--- src/rtl/hsq_pkg.sv ---
// Package: state encoding shared by the sequencer and its helpers.
// Assumes 16 states fit a 4-bit encoding.
package hsq_pkg;
    typedef enum logic [3:0] {
        ST_IDLE, ST_W_CS, ST_W_SYN, ST_W_NXT, ST_W_LO, ST_W_HI, ST_W_SYNH, ST_END,
        ST_R_LAT, ST_R_SYNH, ST_R_PCS, ST_P_LO, ST_P_HI, ST_RD_GO, ST_R_LO, ST_R_HI
    } hsq_state_e;
endpackage

--- src/rtl/hsq_timer.sv ---
// Interval timer: loads a cycle count and counts down; done while the count is zero.
// Assumes load is asserted in the cycle the owner enters a new phase.
module hsq_timer #(
    parameter int TW = 10
) (
    input  logic          clk,
    input  logic          rst_n,
    input  logic          load,
    input  logic [TW-1:0] val,
    output logic          done
);
    logic [TW-1:0] cnt;

    // Count down from the loaded value, saturating at zero.
    always_ff @(posedge clk) begin
        if (!rst_n)          cnt <= '0;
        else if (load)       cnt <= val;
        else if (cnt != '0)  cnt <= cnt - 1'b1;
    end

    assign done = (cnt == '0);

    // a phase lasts its programmed length, one cycle per count
    a_r3_countdown: assert property (@(posedge clk) disable iff (!rst_n)
        (!load && cnt != '0) |=> (cnt == $past(cnt) - 1'b1));
endmodule

--- src/rtl/hsq_rxword.sv ---
// Record assembler: shifts sampled bits in MSB first and flags each full word.
// Assumes shift strobes are at least two cycles apart.
module hsq_rxword #(
    parameter int WORD_W = 32
) (
    input  logic              clk,
    input  logic              rst_n,
    input  logic              clr,
    input  logic              shift,
    input  logic              bit_i,
    output logic [WORD_W-1:0] word,
    output logic              valid
);
    localparam int CW = $clog2(WORD_W);
    logic [CW-1:0] cnt;

    // Accumulate bits and pulse valid when the last bit of a word lands.
    always_ff @(posedge clk) begin
        if (!rst_n) begin
            cnt   <= '0;
            word  <= '0;
            valid <= 1'b0;
        end else begin
            valid <= 1'b0;
            if (clr) begin
                cnt <= '0;
            end else if (shift) begin
                word <= {word[WORD_W-2:0], bit_i};
                if (cnt == CW'(WORD_W - 1)) begin
                    cnt   <= '0;
                    valid <= 1'b1;
                end else begin
                    cnt <= cnt + 1'b1;
                end
            end
        end
    end

    // a record strobe lasts one cycle
    a_r8_single_pulse: assert property (@(posedge clk) disable iff (!rst_n)
        valid |=> !valid);
endmodule

--- src/rtl/hsq_host.sv ---
// Host sequencer for a four-wire select/strobe/clock/data port.
// Write: select, strobe low, bytes MSB first, strobe high, deselect.
// Read: latch pulse on the strobe, optional 0xFF precharge, then 32-bit records.
// Assumes all *_CYC parameters are >= 1 and the command FIFO is show-ahead.
module hsq_host
    import hsq_pkg::*;
#(
    parameter int GAP_CYC     = 4,
    parameter int LATCH_CYC   = 120,
    parameter int WR_HALF_CYC = 600,
    parameter int RD_HALF_CYC = 2,
    parameter int RCW         = 8,
    parameter int WORD_W      = 32
) (
    input  logic              clk,
    input  logic              rst_n,
    input  logic              start,
    input  logic              op_read,
    input  logic              precharge_en,
    input  logic [RCW-1:0]    rec_count,
    input  logic              cmd_valid,
    input  logic [7:0]        cmd_data,
    output logic              cmd_pop,
    input  logic              sda_in,
    output logic              cs_n,
    output logic              syn,
    output logic              sclk,
    output logic              sda_out,
    output logic              sda_oe,
    output logic [WORD_W-1:0] rec_data,
    output logic              rec_valid,
    output logic              busy
);
    localparam int M1   = (GAP_CYC > LATCH_CYC) ? GAP_CYC : LATCH_CYC;
    localparam int M2   = (WR_HALF_CYC > RD_HALF_CYC) ? WR_HALF_CYC : RD_HALF_CYC;
    localparam int MAXD = (M1 > M2) ? M1 : M2;
    localparam int TW   = $clog2(MAXD + 1);
    localparam int BW   = $clog2(WORD_W);

    hsq_state_e     state, state_d;
    logic           is_rd, do_pre;
    logic [RCW-1:0] wleft;
    logic [BW-1:0]  bitn;
    logic [7:0]     wsh;
    logic           tdone, tload;
    logic [TW-1:0]  tval;
    logic           ld_byte, shift_byte, bit_clr, bit_inc, wdec, sample, accept;

    // Phase length for the state being entered, minus one.
    function automatic logic [TW-1:0] dur_of(hsq_state_e s);
        case (s)
            ST_W_LO, ST_W_HI:                  return TW'(WR_HALF_CYC - 1);
            ST_P_LO, ST_P_HI, ST_R_LO, ST_R_HI: return TW'(RD_HALF_CYC - 1);
            ST_R_LAT:                          return TW'(LATCH_CYC - 1);
            ST_W_NXT:                          return '0;
            default:                           return TW'(GAP_CYC - 1);
        endcase
    endfunction

    assign accept = (state == ST_IDLE) && start;

    // Next-state and per-transition control strobes.
    always_comb begin
        state_d = state;
        ld_byte = 1'b0; shift_byte = 1'b0; bit_clr = 1'b0; bit_inc = 1'b0;
        wdec = 1'b0; sample = 1'b0; cmd_pop = 1'b0;
        if (accept) begin
            state_d = op_read ? ST_R_LAT : ST_W_CS;
        end else if (tdone) begin
            case (state)
                ST_W_CS:   state_d = ST_W_SYN;
                ST_W_SYN:  state_d = ST_W_NXT;
                ST_W_NXT:  if (cmd_valid) begin
                               ld_byte = 1'b1; bit_clr = 1'b1; state_d = ST_W_LO;
                           end else begin
                               state_d = ST_W_SYNH;
                           end
                ST_W_LO:   state_d = ST_W_HI;
                ST_W_HI:   if (bitn == BW'(7)) begin
                               cmd_pop = 1'b1; state_d = ST_W_NXT;
                           end else begin
                               shift_byte = 1'b1; bit_inc = 1'b1; state_d = ST_W_LO;
                           end
                ST_W_SYNH: state_d = ST_END;
                ST_END:    state_d = ST_IDLE;
                ST_R_LAT:  state_d = do_pre ? ST_R_PCS : ST_R_SYNH;
                ST_R_SYNH: state_d = ST_RD_GO;
                ST_R_PCS:  begin bit_clr = 1'b1; state_d = ST_P_LO; end
                ST_P_LO:   state_d = ST_P_HI;
                ST_P_HI:   if (bitn == BW'(7)) state_d = ST_RD_GO;
                           else begin bit_inc = 1'b1; state_d = ST_P_LO; end
                ST_RD_GO:  if (wleft == '0) state_d = ST_END;
                           else begin bit_clr = 1'b1; sample = 1'b1; state_d = ST_R_LO; end
                ST_R_LO:   state_d = ST_R_HI;
                ST_R_HI:   if (bitn == BW'(WORD_W - 1)) begin
                               if (wleft == RCW'(1)) state_d = ST_END;
                               else begin
                                   wdec = 1'b1; bit_clr = 1'b1; sample = 1'b1;
                                   state_d = ST_R_LO;
                               end
                           end else begin
                               bit_inc = 1'b1; sample = 1'b1; state_d = ST_R_LO;
                           end
                default:   state_d = ST_IDLE;
            endcase
        end
    end

    assign tload = (state_d != state);
    assign tval  = dur_of(state_d);

    hsq_timer #(.TW(TW)) u_timer (
        .clk(clk), .rst_n(rst_n), .load(tload), .val(tval), .done(tdone)
    );

    // State, transaction options, bit/word counters and the write shifter.
    always_ff @(posedge clk) begin
        if (!rst_n) begin
            state  <= ST_IDLE;
            is_rd  <= 1'b0;
            do_pre <= 1'b0;
            wleft  <= '0;
            bitn   <= '0;
            wsh    <= '0;
        end else begin
            state <= state_d;
            if (accept) begin
                is_rd  <= op_read;
                do_pre <= precharge_en;
                wleft  <= rec_count;
            end
            if (wdec)           wleft <= wleft - 1'b1;
            if (bit_clr)        bitn  <= '0;
            else if (bit_inc)   bitn  <= bitn + 1'b1;
            if (ld_byte)        wsh   <= cmd_data;
            else if (shift_byte) wsh  <= {wsh[6:0], 1'b0};
        end
    end

    hsq_rxword #(.WORD_W(WORD_W)) u_rx (
        .clk(clk), .rst_n(rst_n), .clr(accept), .shift(sample), .bit_i(sda_in),
        .word(rec_data), .valid(rec_valid)
    );

    // Port levels decoded from the registered state.
    always_comb begin
        cs_n    = 1'b1;
        syn     = 1'b1;
        sclk    = 1'b1;
        sda_oe  = 1'b0;
        sda_out = 1'b1;
        case (state)
            ST_W_CS, ST_W_SYNH, ST_RD_GO, ST_R_HI: cs_n = 1'b0;
            ST_W_SYN, ST_W_NXT, ST_W_HI: begin
                cs_n = 1'b0; syn = 1'b0; sda_oe = 1'b1; sda_out = wsh[7];
            end
            ST_W_LO: begin
                cs_n = 1'b0; syn = 1'b0; sclk = 1'b0; sda_oe = 1'b1; sda_out = wsh[7];
            end
            ST_R_LAT: syn = 1'b0;
            ST_R_PCS, ST_P_HI: begin cs_n = 1'b0; syn = 1'b0; sda_oe = 1'b1; end
            ST_P_LO:  begin cs_n = 1'b0; syn = 1'b0; sclk = 1'b0; sda_oe = 1'b1; end
            ST_R_LO:  begin cs_n = 1'b0; sclk = 1'b0; end
            default:  ;
        endcase
    end

    assign busy = (state != ST_IDLE);

    // in a write, the strobe falls only after the select is low
    a_r2_select_first: assert property (@(posedge clk) disable iff (!rst_n)
        ($fell(syn) && !is_rd) |-> !cs_n);
    // in a read, the latch pulse starts while the select is still high
    a_r6_latch_deselected: assert property (@(posedge clk) disable iff (!rst_n)
        ($fell(syn) && is_rd) |-> cs_n);
    // the select never rises while the strobe is low
    a_r5_strobe_before_deselect: assert property (@(posedge clk) disable iff (!rst_n)
        $rose(cs_n) |-> syn);
    // when not busy, all three control lines sit at their high level
    a_r10_idle_levels: assert property (@(posedge clk) disable iff (!rst_n)
        !busy |-> (cs_n && syn && sclk));
    // precharge clock pulses carry a driven one
    a_r7_precharge_ones: assert property (@(posedge clk) disable iff (!rst_n)
        (is_rd && !cs_n && !syn && !sclk) |-> (sda_oe && sda_out));
    // the clock is never low while the port is deselected
    a_r3_clock_idle_high: assert property (@(posedge clk) disable iff (!rst_n)
        cs_n |-> sclk);
endmodule

--- config.mk ---
export PLATFORM = sky130hd
export DESIGN_NAME = hsq_host
export DESIGN_NICKNAME = d
export VERILOG_FILES = /design/src/rtl/hsq_pkg.sv /design/src/rtl/hsq_timer.sv /design/src/rtl/hsq_rxword.sv /design/src/rtl/hsq_host.sv
export SDC_FILE = /design/constraint.sdc
export NUM_CORES = 1
export LEC_CHECK = 0
export CAP_MARGIN = 10
export CORE_ASPECT_RATIO = 1.5
export CORE_UTILIZATION = 47
export CTS_CLUSTER_DIAMETER = 200
export DETAILED_ROUTE_END_ITERATION = 7
export PLACE_DENSITY = 0.8
export SETUP_SLACK_MARGIN = 0.1
export SLEW_MARGIN = 25
export SYNTH_ARGS = -nofsm -noshare
export SYNTH_HDL_FRONTEND = slang
export SYNTH_SLANG_ARGS = --single-unit
--- constraint.sdc ---
create_clock -name clk -period 8.3 [get_ports clk]
set_input_delay 1.66 -clock clk [delete_from_list [all_inputs] [get_ports clk]]
set_output_delay 1.66 -clock clk [all_outputs]
set_load 0.02 [all_outputs]
==> qor.yml <==
critical_path:
  reg2regPathDepth: 9
  criticalPathCategory: "flop to output pin"
  end_kind: "output pin"
  cp.required_ns: 6.64
  path_max_fanout: 5
  crit-reg2reg-capture: "wleft[5]"
  arrival_ns: 3.19
  rrSetupSlack_ns: 5.17
  worstSetupStartpointType: "flop"
  r2r_start: "u_timer.cnt[0]"
die:
  core_area_mm2: 0.00761
  rows: 39
  num_io_pins: 63
  die_x_um: 74.2
  start_util: 0.483
  die_h_um: 110
  die_area_mm2: 0.00818
synthesis:
  synth_top_area_frac: 0.403
  synth.avg_cell_area_um2: 7.99
  ys_seq_area_frac: 0.403
  synthDistinctLibCells: 56
  synth_edf_count: 0
  syn_area_mm2: 0.00367
  async_flop_share: 0
  synth_area_leaders: "dfxtp_1 (40%), nand2_1 (9.6%), a21oi_1 (7.9%)"
  synth_flop_cell: "dfxtp_1"
  yosysWarnings: 0
  synthCells: 460
  synth_seq_cells: 74
  syn-num-nets: 492
  yosysTopAreaCell: "dfxtp_1"
timing:
  slew_headroom: 0.418
  final.setup.tns_ns: 0
  skew_ns: 0.00554
  worst_slack_ns: 3.45
  fmax_mhz: 206
  rsz0062_at_grt: "false"
  hold_violations: 0
  period_share: 0.584
  setup_viol: 0
  finalCriticalPeriod_ns: 4.85
  tightestPinTransition_ns: 0.870
  hold_ws_ns: 0.459
  maxSlewViolCount: 0
cts:
  cts_hold_buf: 0
  clockBufferDepth: 2
  cts_sinks: 74
  cts_buffers: 9
  insertion_delay_ns: 0.33
  htreeDepth: 3
  cts_tree: "yes"
  post_cts_resized: 0
  postCtsSetupBuffers: 0
  cts_root_buf: "clkbuf_16"
  path_clk_slew_ns: 0.06
layout:
  syn_to_final_growth_pct: 26.5
  nFillCells: 658
  finalNonFillerCells: 614
  drive_gt1_frac: 0.0781
  layout.nets: 539
  antennaDiodeCount: 0
min_path:
  hold_path.class: "flop to flop"
  min_to: "wsh[6]"
  hold_path_depth: 2
  hp-start: "wsh[5]"
placement:
  dp.cells: 598
  post-dp-hpwl_um: 6150
  pre_cts_ws_ns: 3.80
  routabilityCongestion: 0.876
  io_buffers: 62
drt:
  drc: 0
  ant_nets: 0
  routed-via-count: 3471
  dr.pass1.iters: 5
  avgViaCountPerCell: 5.65
  post_drt_wl_per_cell_um: 14.8
  drt_iter0_drc: 238
  routed_wl_um: 9110
grt:
  grt_max_degree: 40
  grt_usage: 0.233
  antenna_found_initial: 0
  grt_overflow: 0
  grt_pass1_vias: 3354
  grt_pass1_wl_um: 14800
power_and_ir_drop:
  power.density_mw_per_mm2: 325
  vdd_drop_max_v: 0.000165
  leakage_nw: 1.59
  totalPowerFinal_mw: 1.51
status:
  status: "finished clean"
run:
  maxCapViolCount: 0
==> layout by cell type (no fill, tap or decap), types with 4 or more instances in the layout <==
cell              n
nor3_1           11
and3_1            7
a22oi_1          10
a21oi_1          58
nand3_1          12
a211oi_1          9
ha_1              9
xnor2_1           8
clkdlybuf4s50_1  62
dfxtp_1          74
o21ai_0          20
nand2_1          94
or3_1             4
a21oi_2           4
xor2_1            7
clkbuf_16         9
nor2_1           33
inv_1             9
and2_1            7
nand2b_1          4
==> registers in the layout, indices dropped and copies added, names as in the netlist <==
register,count
u_rx.word,32
u_timer.cnt,10
wleft,8
wsh,8
bitn,5
u_rx.cnt,5
state,4
do_pre,1
u_rx.valid,1
==> stage by stage <==
stage               instance area [um^2]  utilization
CTS                                 4650        0.610
finish                              4650        0.610
global placement                    4320        0.568
detailed placement                  4320        0.568
floorplan                           3670            -
global route                        4650        0.610
==> where the power goes <==
group          leakage, nW  internal (mW)  total (mW)  switching, mW
logic                0.832          0.255       0.614          0.359
registers            0.600          0.396       0.474         0.0780
clock network        0.160          0.266       0.420          0.154
total                 1.59          0.917        1.51          0.591
==> worst max-delay path, cell delays in order (launching register included) <==
cell and delay [ns]:
dfxtp_1 0.34, inv_1 0.07, ha_1 0.20, or4b_4 0.52, or4_4 0.47, or3_4 0.37
nor4_1 0.22, clkdlybuf4s50_1 0.66
==> kinds of logic (layout without fill, tap and decap cells) <==
logic type | count (synthesis) | count (layout) | share of synthesized area
buffers and inverters | 39 | 91 | 0.0436
AND/OR/NAND/NOR | 196 | 196 | 0.264
XOR/XNOR | 15 | 15 | 0.0358
flip-flops | 74 | 74 | 0.403
multiplexers | 4 | 4 | 0.0123
adder cells (fa/ha/maj) | 9 | 9 | 0.0307
AO/OA/AOI/OAI | 123 | 123 | 0.210
==> metal layers <==
layer,up-vias,GRT usage,share of wire,wire (um)
li1,1726,-,-,-
met4,0,0.124,0.029,263
met5,-,0,0,0
met2,122,0.420,0.51,4600
met1,1597,0.247,0.40,3680
met3,26,0.0509,0.062,562
==> synthesized netlist by cell type (all sizes together) (7+ instances only) <==
master  count
nand2      94
o21ai      20
xor2        7
nor2       33
ha          9
inv         9
a22oi      10
xnor2       8
buf         9
a21oi      62
nand3      12
a211oi      9
and3        7
and2        7
dfxtp      74
clkbuf     20
nor3       13
==> layout make-up <==
type / instances / area (um^2) / area share
multi-input combinational: 347 / 2030 / 0.437
sequential: 74 / 1480 / 0.319
timing repair buffer: 65 / 643 / 0.138
clock buffer: 9 / 225 / 0.0485
tap: 102 / 128 / 0.0275
clock inverter: 7 / 100 / 0.0215
inverter: 10 / 37.5 / 0.00808
==> worst max-delay path by stage <==
stage | start | endpoint | slack (ns) | cells past startpoint
floorplan | u_timer.cnt[0] | cmd_pop | 4.12 | 6
global placement | u_timer.cnt[0] | cmd_pop | 3.87 | 7
detailed placement | u_timer.cnt[0] | cmd_pop | 3.80 | 7
CTS | u_timer.cnt[0] | cmd_pop | 3.44 | 7
global route | u_timer.cnt[0] | cmd_pop | 3.35 | 7
finish | u_timer.cnt[0] | cmd_pop | 3.45 | 7
(Power assumes the default switching activity.)
